`config.mk`:
```
export PLATFORM = sky130hd
export DESIGN_NAME = tpre_top
export DESIGN_NICKNAME = d
export VERILOG_FILES = /design/src/rtl/tpre_pkg.sv /design/src/rtl/tpre_sync.sv /design/src/rtl/tpre_src_gate.sv /design/src/rtl/tpre_counter.sv /design/src/rtl/tpre_top.sv
export SDC_FILE = /design/constraint.sdc
export NUM_CORES = 1
export LEC_CHECK = 0
export BUFFER_PORTS_ARGS = -buffer_cell sky130_fd_sc_hd__buf_2
export CELL_PAD_IN_SITES_DETAIL_PLACEMENT = 1
export CELL_PAD_IN_SITES_GLOBAL_PLACEMENT = 2
export CORE_MARGIN = 5
export CORE_UTILIZATION = 32
export CTS_CLUSTER_DIAMETER = 40
export DETAILED_ROUTE_END_ITERATION = 8
export PLACE_DENSITY_LB_ADDON = 0.12
export SLEW_MARGIN = 20
export SYNTH_ARGS = -nofsm -noshare
export SYNTH_HDL_FRONTEND = slang
export SYNTH_SLANG_ARGS = --single-unit
export TNS_END_PERCENT = 1
```
`constraint.sdc`:
```
create_clock -name clk -period 2.6 [get_ports clk]
set_input_delay 0.26 -clock clk [delete_from_list [all_inputs] [get_ports clk]]
set_output_delay 0.26 -clock clk [all_outputs]
set_load 0.02 [all_outputs]
```
`src/rtl/tpre_pkg.sv`:
```
package tpre_pkg;

  localparam int CODE_W = 3;

  typedef enum logic [CODE_W-1:0] {
    DIV_STOP = 3'b000,
    DIV_1    = 3'b001,
    DIV_8    = 3'b010,
    DIV_32   = 3'b011,
    DIV_64   = 3'b100,
    DIV_128  = 3'b101,
    DIV_256  = 3'b110,
    DIV_1024 = 3'b111
  } div_code_e;

  // number of low prescaler bits that must wrap for a tick
  function automatic int tap_log(input logic [CODE_W-1:0] code);
    case (div_code_e'(code))
      DIV_1:    return 0;
      DIV_8:    return 3;
      DIV_32:   return 5;
      DIV_64:   return 6;
      DIV_128:  return 7;
      DIV_256:  return 8;
      DIV_1024: return 10;
      default:  return 0;
    endcase
  endfunction

endpackage

```
`src/rtl/tpre_sync.sv`:
```
module tpre_sync #(
  parameter int W      = 1,
  parameter int STAGES = 2
) (
  input  logic         clk,
  input  logic         rst,
  input  logic [W-1:0] d,
  output logic [W-1:0] q
);
  logic [STAGES-1:0][W-1:0] st;

  always_ff @(posedge clk) begin
    if (rst) begin
      st <= '0;
    end else begin
      st[0] <= d;
      for (int i = 1; i < STAGES; i++) st[i] <= st[i-1];
    end
  end

  assign q = st[STAGES-1];
endmodule

```
`src/rtl/tpre_src_gate.sv`:
```
module tpre_src_gate #(
  parameter int STAGES = 2
) (
  input  logic clk,
  input  logic rst,
  input  logic osc_pin,
  input  logic use_osc,
  output logic src_en
);
  logic osc_s;
  logic osc_d;

  tpre_sync #(.W(1), .STAGES(STAGES)) u_osc_sync (
    .clk (clk),
    .rst (rst),
    .d   (osc_pin),
    .q   (osc_s)
  );

  always_ff @(posedge clk) begin
    if (rst) osc_d <= 1'b0;
    else     osc_d <= osc_s;
  end

  // one source cycle per I/O clock, or per synchronized oscillator rise
  assign src_en = use_osc ? (osc_s & ~osc_d) : 1'b1;
endmodule

```
`src/rtl/tpre_counter.sv`:
```
module tpre_counter
  import tpre_pkg::*;
#(
  parameter int PRE_W = 10
) (
  input  logic                clk,
  input  logic                rst,
  input  logic                src_en,
  input  logic                clr_strobe,
  input  logic [CODE_W-1:0]   sel,
  output logic [PRE_W-1:0]    cnt_q,
  output logic                tick_q,
  output logic                clr_apply
);
  logic             clr_pend;
  logic             clr_req;
  logic [PRE_W-1:0] nxt;
  logic [PRE_W-1:0] mask;
  logic             wrap;

  assign clr_req   = clr_strobe | clr_pend;
  assign clr_apply = src_en & clr_req;
  assign nxt       = cnt_q + 1'b1;

  always_comb begin
    for (int i = 0; i < PRE_W; i++) mask[i] = (i < tap_log(sel));
  end

  assign wrap = ((nxt & mask) == '0) && (sel != DIV_STOP);

  always_ff @(posedge clk) begin
    if (rst) begin
      cnt_q    <= '0;
      tick_q   <= 1'b0;
      clr_pend <= 1'b0;
    end else begin
      tick_q <= 1'b0;
      if (src_en) begin
        clr_pend <= 1'b0;
        if (clr_req) begin
          cnt_q <= '0;
        end else begin
          cnt_q  <= nxt;
          tick_q <= wrap;
        end
      end else begin
        clr_pend <= clr_req;
      end
    end
  end
endmodule

```
`src/rtl/tpre_top.sv`:
```
module tpre_top
  import tpre_pkg::*;
#(
  parameter int PRE_W  = 10,
  parameter int STAGES = 2
) (
  input  logic             clk,
  input  logic             rst,
  input  logic             osc_in,
  input  logic             src_osc,
  input  logic [2:0]       div_sel,
  input  logic             pre_clr,
  output logic             tick,
  output logic [PRE_W-1:0] pre_cnt
);
  localparam int CFG_W = CODE_W + 1;

  logic [CFG_W-1:0] cfg_s;
  logic             src_en;
  logic             clr_apply;

  tpre_sync #(.W(CFG_W), .STAGES(STAGES)) u_cfg_sync (
    .clk (clk),
    .rst (rst),
    .d   ({src_osc, div_sel}),
    .q   (cfg_s)
  );

  tpre_src_gate #(.STAGES(STAGES)) u_gate (
    .clk     (clk),
    .rst     (rst),
    .osc_pin (osc_in),
    .use_osc (cfg_s[CODE_W]),
    .src_en  (src_en)
  );

  tpre_counter #(.PRE_W(PRE_W)) u_cnt (
    .clk        (clk),
    .rst        (rst),
    .src_en     (src_en),
    .clr_strobe (pre_clr),
    .sel        (cfg_s[CODE_W-1:0]),
    .cnt_q      (pre_cnt),
    .tick_q     (tick),
    .clr_apply  (clr_apply)
  );
endmodule

```
==> results of run 1 <==
## kinds of logic (layout without fill, tap and decap cells)
family / count (synthesis) / after routing
and+or+nand+nor: 46 / 46
AOI/OAI and AO/OA: 28 / 28
DFF: 23 / 23
buffers and inverters: 6 / 26
xor gates and xnor gates: 5 / 5
adders and majority gates: 1 / 1
muxes: 1 / 1
## state kept, by name, indices dropped and copies added, names as in the netlist
signal	cells
u_cnt.tick_q	1
u_cfg_sync.st	4
u_gate.osc_d	1
u_cnt.clr_pend	1
u_cfg_sync.q	4
u_cnt.cnt_q	10
u_gate.u_osc_sync.q	1
u_gate.u_osc_sync.st	1
## worst max-delay path, delay by kind of cell (launching register included)
family / cells / cell delay, ps
compound gates: 4 / 1020
simple gates: 1 / 160
flops: 1 / 450
fa+ha+maj: 1 / 330
## final timing paths
kind / endpoint / cells past startpoint / start
hold / removal: u_cfg_sync.st[1]$_SDFF_PP0_ / 2 / div_sel[1]
hold reg to reg: u_cfg_sync.q[0]$_SDFF_PP0_ / 1 / u_cfg_sync.st[0]$_SDFF_PP0_
setup / recovery: u_cnt.tick_q$_SDFF_PP0_ / 6 / u_cnt.cnt_q[0]$_SDFFE_PP0P_
setup reg to reg: u_cnt.tick_q$_SDFF_PP0_ / 6 / u_cnt.cnt_q[0]$_SDFFE_PP0P_
## report_power, final
part | leakage (uW) | switching [uW] | internal (uW)
Clock | 0.0000150 | 104 | 59.8
Sequential | 0.000188 | 6.46 | 362
Combinational | 0.000263 | 20.9 | 17.0
## placed cells by master, fill, tap and decap left out, types with 2 or more instances in the layout
cell / Yosys / layout
nand2b_1: 2 / 2
xor2_1: 2 / 2
clkbuf_4: 0 / 3
nand2_1: 5 / 5
nor3_1: 3 / 3
buf_2: 1 / 18
o21a_1: 3 / 3
nand4_1: 2 / 2
buf_4: 0 / 2
nor2b_1: 13 / 13
nand3_1: 3 / 3
dfxtp_1: 23 / 23
xnor2_1: 3 / 3
o41ai_1: 4 / 4
a21oi_1: 2 / 2
o21ai_1: 12 / 12
nor2_1: 12 / 12
## cell type report
type,instances,area share
multi-input cells,81,0.442
flip-flops and latches,23,0.393
repair buffers,20,0.0896
well taps,44,0.0470
clock buffers,4,0.0224
inverters,2,0.00640
## per-layer routing
layer,wire length [um],part of all wire,global-route usage
met1,1110,0.48,0.157
met2,1090,0.48,0.208
met3,64,0.028,0.0255
met4,30,0.013,0.0457
met5,0,0,0
## through the flow
step / cells / instance area [um2] / power, uW / worst slack [ps]
6_report: 174 / 1170 / 570 / 582
4_1_cts: 174 / 1170 / 589 / 554
5_1_grt: 174 / 1170 / 614 / 403
2_1_floorplan: 110 / 1000 / 400 / 632
3_3_place_gp: 170 / 1150 / 414 / 694
3_5_place_dp: 170 / 1150 / 416 / 575
==> qor.yml, run 1 <==
irDropWorstVdd_v: 0.000237
synth_top_cell_area_share: 0.459
drc: 0
setup_viol: 0
synth.yosys.seq_area_share: 0.459
vias: 847
worstHoldPathType: "in2reg"
antenna_cells: 0
drt-initial-drc-count: 43
grt_pass1_wl_um: 4190
grt_use_total: 0.124
cp.arrival_ps: 2250
coreArea_um2: 3030
cts_tree: "built"
clkLatencyLatePin_ps: 310
io_pins: 19
dp_hpwl_um: 1720
layout-drive-gt1-share: 0.223
cp_cell_sequence: "ha_1 -> nand3_2 -> o21a_1 -> o41ai_2 -> o211ai_1 -> a221oi_2"
seq_area_um2: 460
cts_buffers: 3
period_share: 0.776
fin_skew_ps: 7.56
cpMaxStageDelayCell: "dfxtp_1"
multi_input_area_um2: 518
cts_setup_buffers: 0
p_leak_uw: 0.000465
grt_setup_unrepaired: "no"
placement.io_buffers: 18
synthArstFlopShare: 0
slew_violations: 0
synthAdderAreaFrac: 0.0125
path_class: "reg2reg"
fmax_mhz: 496
ys_types: 33
die_area_um2: 4350
synth_mux_area_frac: 0.00999
synth-main-ff-cell: "dfxtp_1"
synthTopCellsByCount: "23 x dfxtp_1, 13 x nor2b_1, 12 x nor2_1, 12 x o21ai_1, 5 x nand2_1"
cts.reportedPaths.clkPinSlew_ps: 130
root_buffer: "clkbuf_4"
first_pass_iters: 4
yosysMostFrequentCell: "dfxtp_1"
drt_wl_total_um: 2300
syn_avg_cell_area_um2: 9.11
cap_violations: 0
ctsHoldBuffers: 0
rows: 20
ys_ff_latch: 23
final_util: 0.387
yosys.area_share.simple: 0.248
nets: 140
routabilityCongestion: 0.759
power_density_nw_per_um2: 486
rrSetupSlack_ps: 580
cts_htree_levels: 1
post-synth-top-area-cell: "dfxtp_1"
synth_xor_xnor_area_share: 0.0437
fp.dieW_um: 66.0
synth_nets: 119
finalHoldViolations: 0
end_kind: "register"
grt_start_max_net_pins: 14
initial_utilization: 0.331
slew_headroom: 0.743
postRouteAntennaNets: 0
syn-instance-count: 110
cts_buffer_depth: 2
antenna_found_initial: 0
grt-ovfl-total: 0
vias_per_cell: 4.87
post_drt_wl_per_cell_um: 13.2
synth_edf_count: 0
critPathRequiredTime_ps: 2830
fillers: 367
grt_pass1_vias: 878
synth-compound-area-share: 0.202
critPathLaunchType: "register"
synth_top_family_by_area: "simple AND/OR/NAND/NOR gates"
cts_resized: 0
outcome: "finished clean"
ys_warn_count: 0
critPathMaxStageDelay_ps: 450
syn_area_um2: 1000
area_delta_synth_final_pct: 17.0
fp.dieH_um: 66.0
yosys-top-cells-area: "dfxtp_1 46%, nor2b_1 8.1%, o21ai_1 6.0%"
critPathMaxFanout: 7
holdWs_ps: 152
post-route-min-period_ps: 2020
fin_tns_setup_ps: 0
tightest_slew_ps: 383
clock_sinks: 23
Note: power is estimated with default switching activity, not from simulation.
==> run 2, diff against run 1 <==
CORE_UTILIZATION = 29   (was 32)
clock period = 1.7 ns   (was 2.6 ns; I/O delays follow)
==> run 2 against run 1 <==
  * Combinational power increased by 98%
  * Final cell count increased by 8.6%
  * Largest cell class unchanged
  * Sequential power increased by 51%
  * Critical endpoint unchanged
  * Power is 55% higher
  * Die area is 8.7% higher
  * Count of clock-buffer cells in the layout is the same
  * First-iteration DRC count is 47% lower
==> qor.yml, run 2 (synthesized netlist as in run 1, its figures left out) <==
die_area_um2: 4730
end_kind: "register"
io_pins: 19
hp-start: "div_sel[0]"
cts_buffer_depth: 2
drc: 0
routabilityCongestion: 0.766
cts.reportedPaths.clkPinSlew_ps: 120
period_share: 0.966
antenna_cells: 0
rr_startpoint: "u_cnt.cnt_q[1]$_SDFFE_PP0P_"
cap_violations: 0
worstHoldPathType: "in2reg"
clkLatencyLatePin_ps: 310
post-route-min-period_ps: 1640
finalHoldViolations: 0
grt_use_total: 0.112
fmax_mhz: 609
irDropWorstVdd_v: 0.000323
slew_violations: 0
first_pass_iters: 2
slew_headroom: 0.764
cts_buffers: 3
initial_utilization: 0.300
path_class: "reg2reg"
grt-ovfl-total: 0
ctsHoldBuffers: 0
area_delta_synth_final_pct: 33.3
placement.io_buffers: 18
critPathMaxFanout: 7
vias: 908
cts_htree_levels: 1
fin_skew_ps: 4.33
drt_wl_total_um: 2360
grt_start_max_net_pins: 16
final_util: 0.400
critPathLaunchType: "register"
cp-startpoint: "u_cnt.cnt_q[1]$_SDFFE_PP0P_"
root_buffer: "clkbuf_4"
layout-drive-gt1-share: 0.364
drt-initial-drc-count: 23
power_density_nw_per_um2: 661
outcome: "finished clean"
antenna_found_initial: 0
p_leak_uw: 0.000536
cts_tree: "built"
coreArea_um2: 3340
postRouteAntennaNets: 0
cp.arrival_ps: 1870
nets: 153
fp.dieH_um: 68.8
vias_per_cell: 4.80
grt_pass1_vias: 916
regMostFlops: "u_cnt.cnt_q"
tightest_slew_ps: 352
clock_sinks: 23
fp.dieW_um: 68.8
dp_hpwl_um: 1780
grt_setup_unrepaired: "yes"
critPathRequiredTime_ps: 1930
post_drt_wl_per_cell_um: 12.5
grt_pass1_wl_um: 4030
largest_reg_flops: 10
setup_viol: 0
layout.cells.most_common: "buf_2"
rows: 21
fin_tns_setup_ps: 0
final_cell_mix: "18 x buf_2, 16 x dfxtp_1, 13 x nor2b_1"
==> run 2: changes by cell type in the layout (fill, tap and decap cells not counted), sizes merged <==
| cell | previous run | this run |
|---|---|---|
| buf | 20 | 33 |
==> run 2: per-stage QoR <==
stage | cell area, um2 | hold slack, ps | worst slack, ps | total power (uW) | cells
5_1_grt | 1340 | 58.3 | -58.8 | 937 | 189
4_1_cts | 1270 | 51.3 | 6.70 | 908 | 184
3_5_place_dp | 1220 | 386 | -19.0 | 641 | 177
3_3_place_gp | 1220 | 382 | 66.7 | 639 | 177
6_report | 1340 | 63.7 | 57.9 | 883 | 189
2_1_floorplan | 1040 | 242 | 5.97 | 614 | 110
==> run 2: worst paths after layout <==
kind,to,slack [ps],cells past startpoint
min,u_cfg_sync.st[0]$_SDFF_PP0_,60,2
max reg2reg,u_cnt.tick_q$_SDFF_PP0_,60,7
min reg2reg,u_cfg_sync.q[0]$_SDFF_PP0_,450,1
max,u_cnt.tick_q$_SDFF_PP0_,60,7
==> run 2: timing repair <==
item | 4_1_cts | 5_1_grt
pin swaps | 2 | 5
endpoints found under the hold margin | 0 | 0
buffers inserted | 3 | 5
setup endpoints to repair | 1 | 1
resized for setup | 0 | 8
==> run 2: cell type report <==
class	count	area [um2]
inverters	2	7.51
well taps	46	57.6
flip-flops and latches	23	482
fillers	431	2000
clock buffers	4	26.3
multi-input cells	81	549
repair buffers	33	214
==> run 2: metal layers <==
layer	vias to the layer above	GRT usage	wire length, um
li1	458	-	-
met1	432	0.129	1110
met2	14	0.206	1130
met3	4	0.0227	104
met4	0	0.0365	26
met5	-	0	0
==> run 2: power breakdown <==
part	switching, uW	leakage (uW)	internal [uW]
logic	37.7	0.000328	37.3
registers	9.75	0.000193	548
clock network	159	0.0000150	91.5
==> run 2: critical path, cell delays in order, from the launching register on <==
cell	delay, ps
dfxtp_4	380
ha_4	180
nand3_2	80
buf_6	110
nor3_1	70
o41ai_2	310
o211ai_1	150
a221oi_2	280
==> run 3, diff against run 2 <==
==> constraint.sdc (replaced) <==
create_clock -name clk -period 1.7 [get_ports clk]
set_input_delay 0.255 -clock clk [delete_from_list [all_inputs] [get_ports clk]]
set_output_delay 0.255 -clock clk [all_outputs]
set_load 0.02 [all_outputs]
==> run 3 against run 2 <==
  * Power shrank 0.42%
  * Count of clock-buffer cells in the layout unchanged
  * Final cell count decreased by 2.1%
  * Sequential share of layout area grew 1.4 points
  * First-iteration DRC count up 120%
  * Via count fell by 2.1%
  * Final area shrank 4.1%
  * Clock power barely moved
  * Utilization down 1.6 points
  * Combinational power fell by 6.7%
==> qor.yml, run 3 (synthesized netlist as in run 1, its figures left out) <==
die_area_um2: 4730
fp.dieH_um: 68.8
slew_violations: 0
grt_use_total: 0.113
holdWs_ps: 149
hp-start: "div_sel[0]"
drt_wl_total_um: 2380
cp.arrival_ps: 1870
cts_buffer_depth: 2
grt_pass1_vias: 867
largest_reg_flops: 10
grt-ovfl-total: 0
critPathLaunchType: "register"
rr_startpoint: "u_cnt.cnt_q[1]$_SDFFE_PP0P_"
r2r_cells: 6
post_drt_wl_per_cell_um: 12.9
final_cell_mix: "18 x buf_2, 16 x dfxtp_1, 13 x nor2b_1"
antenna_cells: 0
ctsHoldBuffers: 0
outcome: "finished clean"
critPathMaxFanout: 7
worstHoldPathCells: 2
grt_pass1_wl_um: 3860
fin_skew_ps: 1.26
vias_per_cell: 4.81
io_pins: 19
cts.reportedPaths.clkPinSlew_ps: 120
holdPathEnd: "u_cfg_sync.st[0]$_SDFF_PP0_"
setup_slack_ps: 50.9
drc: 0
post-route-min-period_ps: 1650
cap_violations: 0
antenna_found_initial: 0
rows: 21
period_share: 0.970
drt-initial-drc-count: 50
grt_start_max_net_pins: 16
nets: 149
path_class: "reg2reg"
coreArea_um2: 3340
final_util: 0.384
cts_buffers: 3
irDropWorstVdd_v: 0.000296
critPathMaxStageDelay_ps: 390
cp_top_family: "compound AO/OA/AOI/OAI gates"
clock_sinks: 23
fillers: 418
cp_cell_sequence: "ha_4 -> nand3_2 -> o21a_1 -> o41ai_2 -> o211ai_1 -> a221oi_2"
postRouteAntennaNets: 0
cts_htree_levels: 1
finalInstanceArea_um2: 1280
end_kind: "register"
layout.cells.most_common: "buf_2"
root_buffer: "clkbuf_4"
cp.buffers_inverters: 0
grt_setup_unrepaired: "yes"
cpMaxStageDelayCell: "dfxtp_4"
clkLatencyLatePin_ps: 300
setup_viol: 0
vias: 889
worstHoldPathType: "in2reg"
regMostFlops: "u_cnt.cnt_q"
power_density_nw_per_um2: 687
placement.io_buffers: 18
area_delta_synth_final_pct: 27.8
critPathRequiredTime_ps: 1930
routabilityCongestion: 0.774
first_pass_iters: 3
tightest_slew_ps: 290
dpl_worst_slack_ps: 1.74
slew_headroom: 0.804
fp.dieW_um: 68.8
dp_hpwl_um: 1820
fmax_mhz: 606
initial_utilization: 0.300
r2r-end: "u_cnt.tick_q$_SDFF_PP0_"
finalHoldViolations: 0
cts_tree: "built"
p_leak_uw: 0.000513
layout-drive-gt1-share: 0.345
rrSetupSlack_ps: 50
place_area_um2: 1220
-- run 3: through the flow --
step | power (uW) | instances | setup TNS [ps]
2_1_floorplan | 614 | 110 | 0
3_3_place_gp | 640 | 178 | 0
3_5_place_dp | 643 | 178 | 0
4_1_cts | 902 | 184 | 0
5_1_grt | 928 | 185 | -76.5
6_report | 880 | 185 | 0
-- run 3: per-layer routing --
layer  routed length [um]  global-route usage  vias up  share of wire
met5                    0                   0        -              0
met4                   31              0.0584        0          0.013
met3                  119              0.0308        4          0.050
met2                 1190               0.204       16           0.50
met1                 1040               0.119      419           0.44
li1                     -                   -      450              -
-- run 3: worst max-delay path by stage --
stage / cells past startpoint / from / end
after CTS: 6 / u_cnt.cnt_q[1]$_SDFFE_PP0P_ / u_cnt.tick_q$_SDFF_PP0_
after detailed placement: 6 / u_cnt.cnt_q[0]$_SDFFE_PP0P_ / u_cnt.tick_q$_SDFF_PP0_
after global placement: 6 / u_cnt.cnt_q[0]$_SDFFE_PP0P_ / u_cnt.tick_q$_SDFF_PP0_
final: 6 / u_cnt.cnt_q[1]$_SDFFE_PP0P_ / u_cnt.tick_q$_SDFF_PP0_
after floorplan: 6 / u_cnt.cnt_q[0]$_SDFFE_PP0P_ / u_cnt.tick_q$_SDFF_PP0_
after global routing: 5 / u_cnt.cnt_q[3]$_SDFFE_PP0P_ / u_cnt.tick_q$_SDFF_PP0_
-- run 3: final cells by class --
class | count | area [um2] | area share
Multi-Input combinational cell | 81 | 538 | 0.420
Sequential cell | 23 | 479 | 0.374
Clock buffer | 4 | 26.3 | 0.0205
Tap cell | 46 | 57.6 | 0.0449
Timing Repair Buffer | 29 | 173 | 0.135
Inverter | 2 | 7.51 | 0.00586
-- run 3: what timing repair did --
item	4_1_cts	5_1_grt
setup buffers	2	1
pin swaps	2	4
resized for setup	0	3
setup endpoints to repair	1	1
-- run 3: power breakdown --
group	total, uW	switching [uW]	internal, uW
sequential	560	10.5	550
clock	250	158	91.4
combinational	69.9	35.5	34.4
total	880	204	675
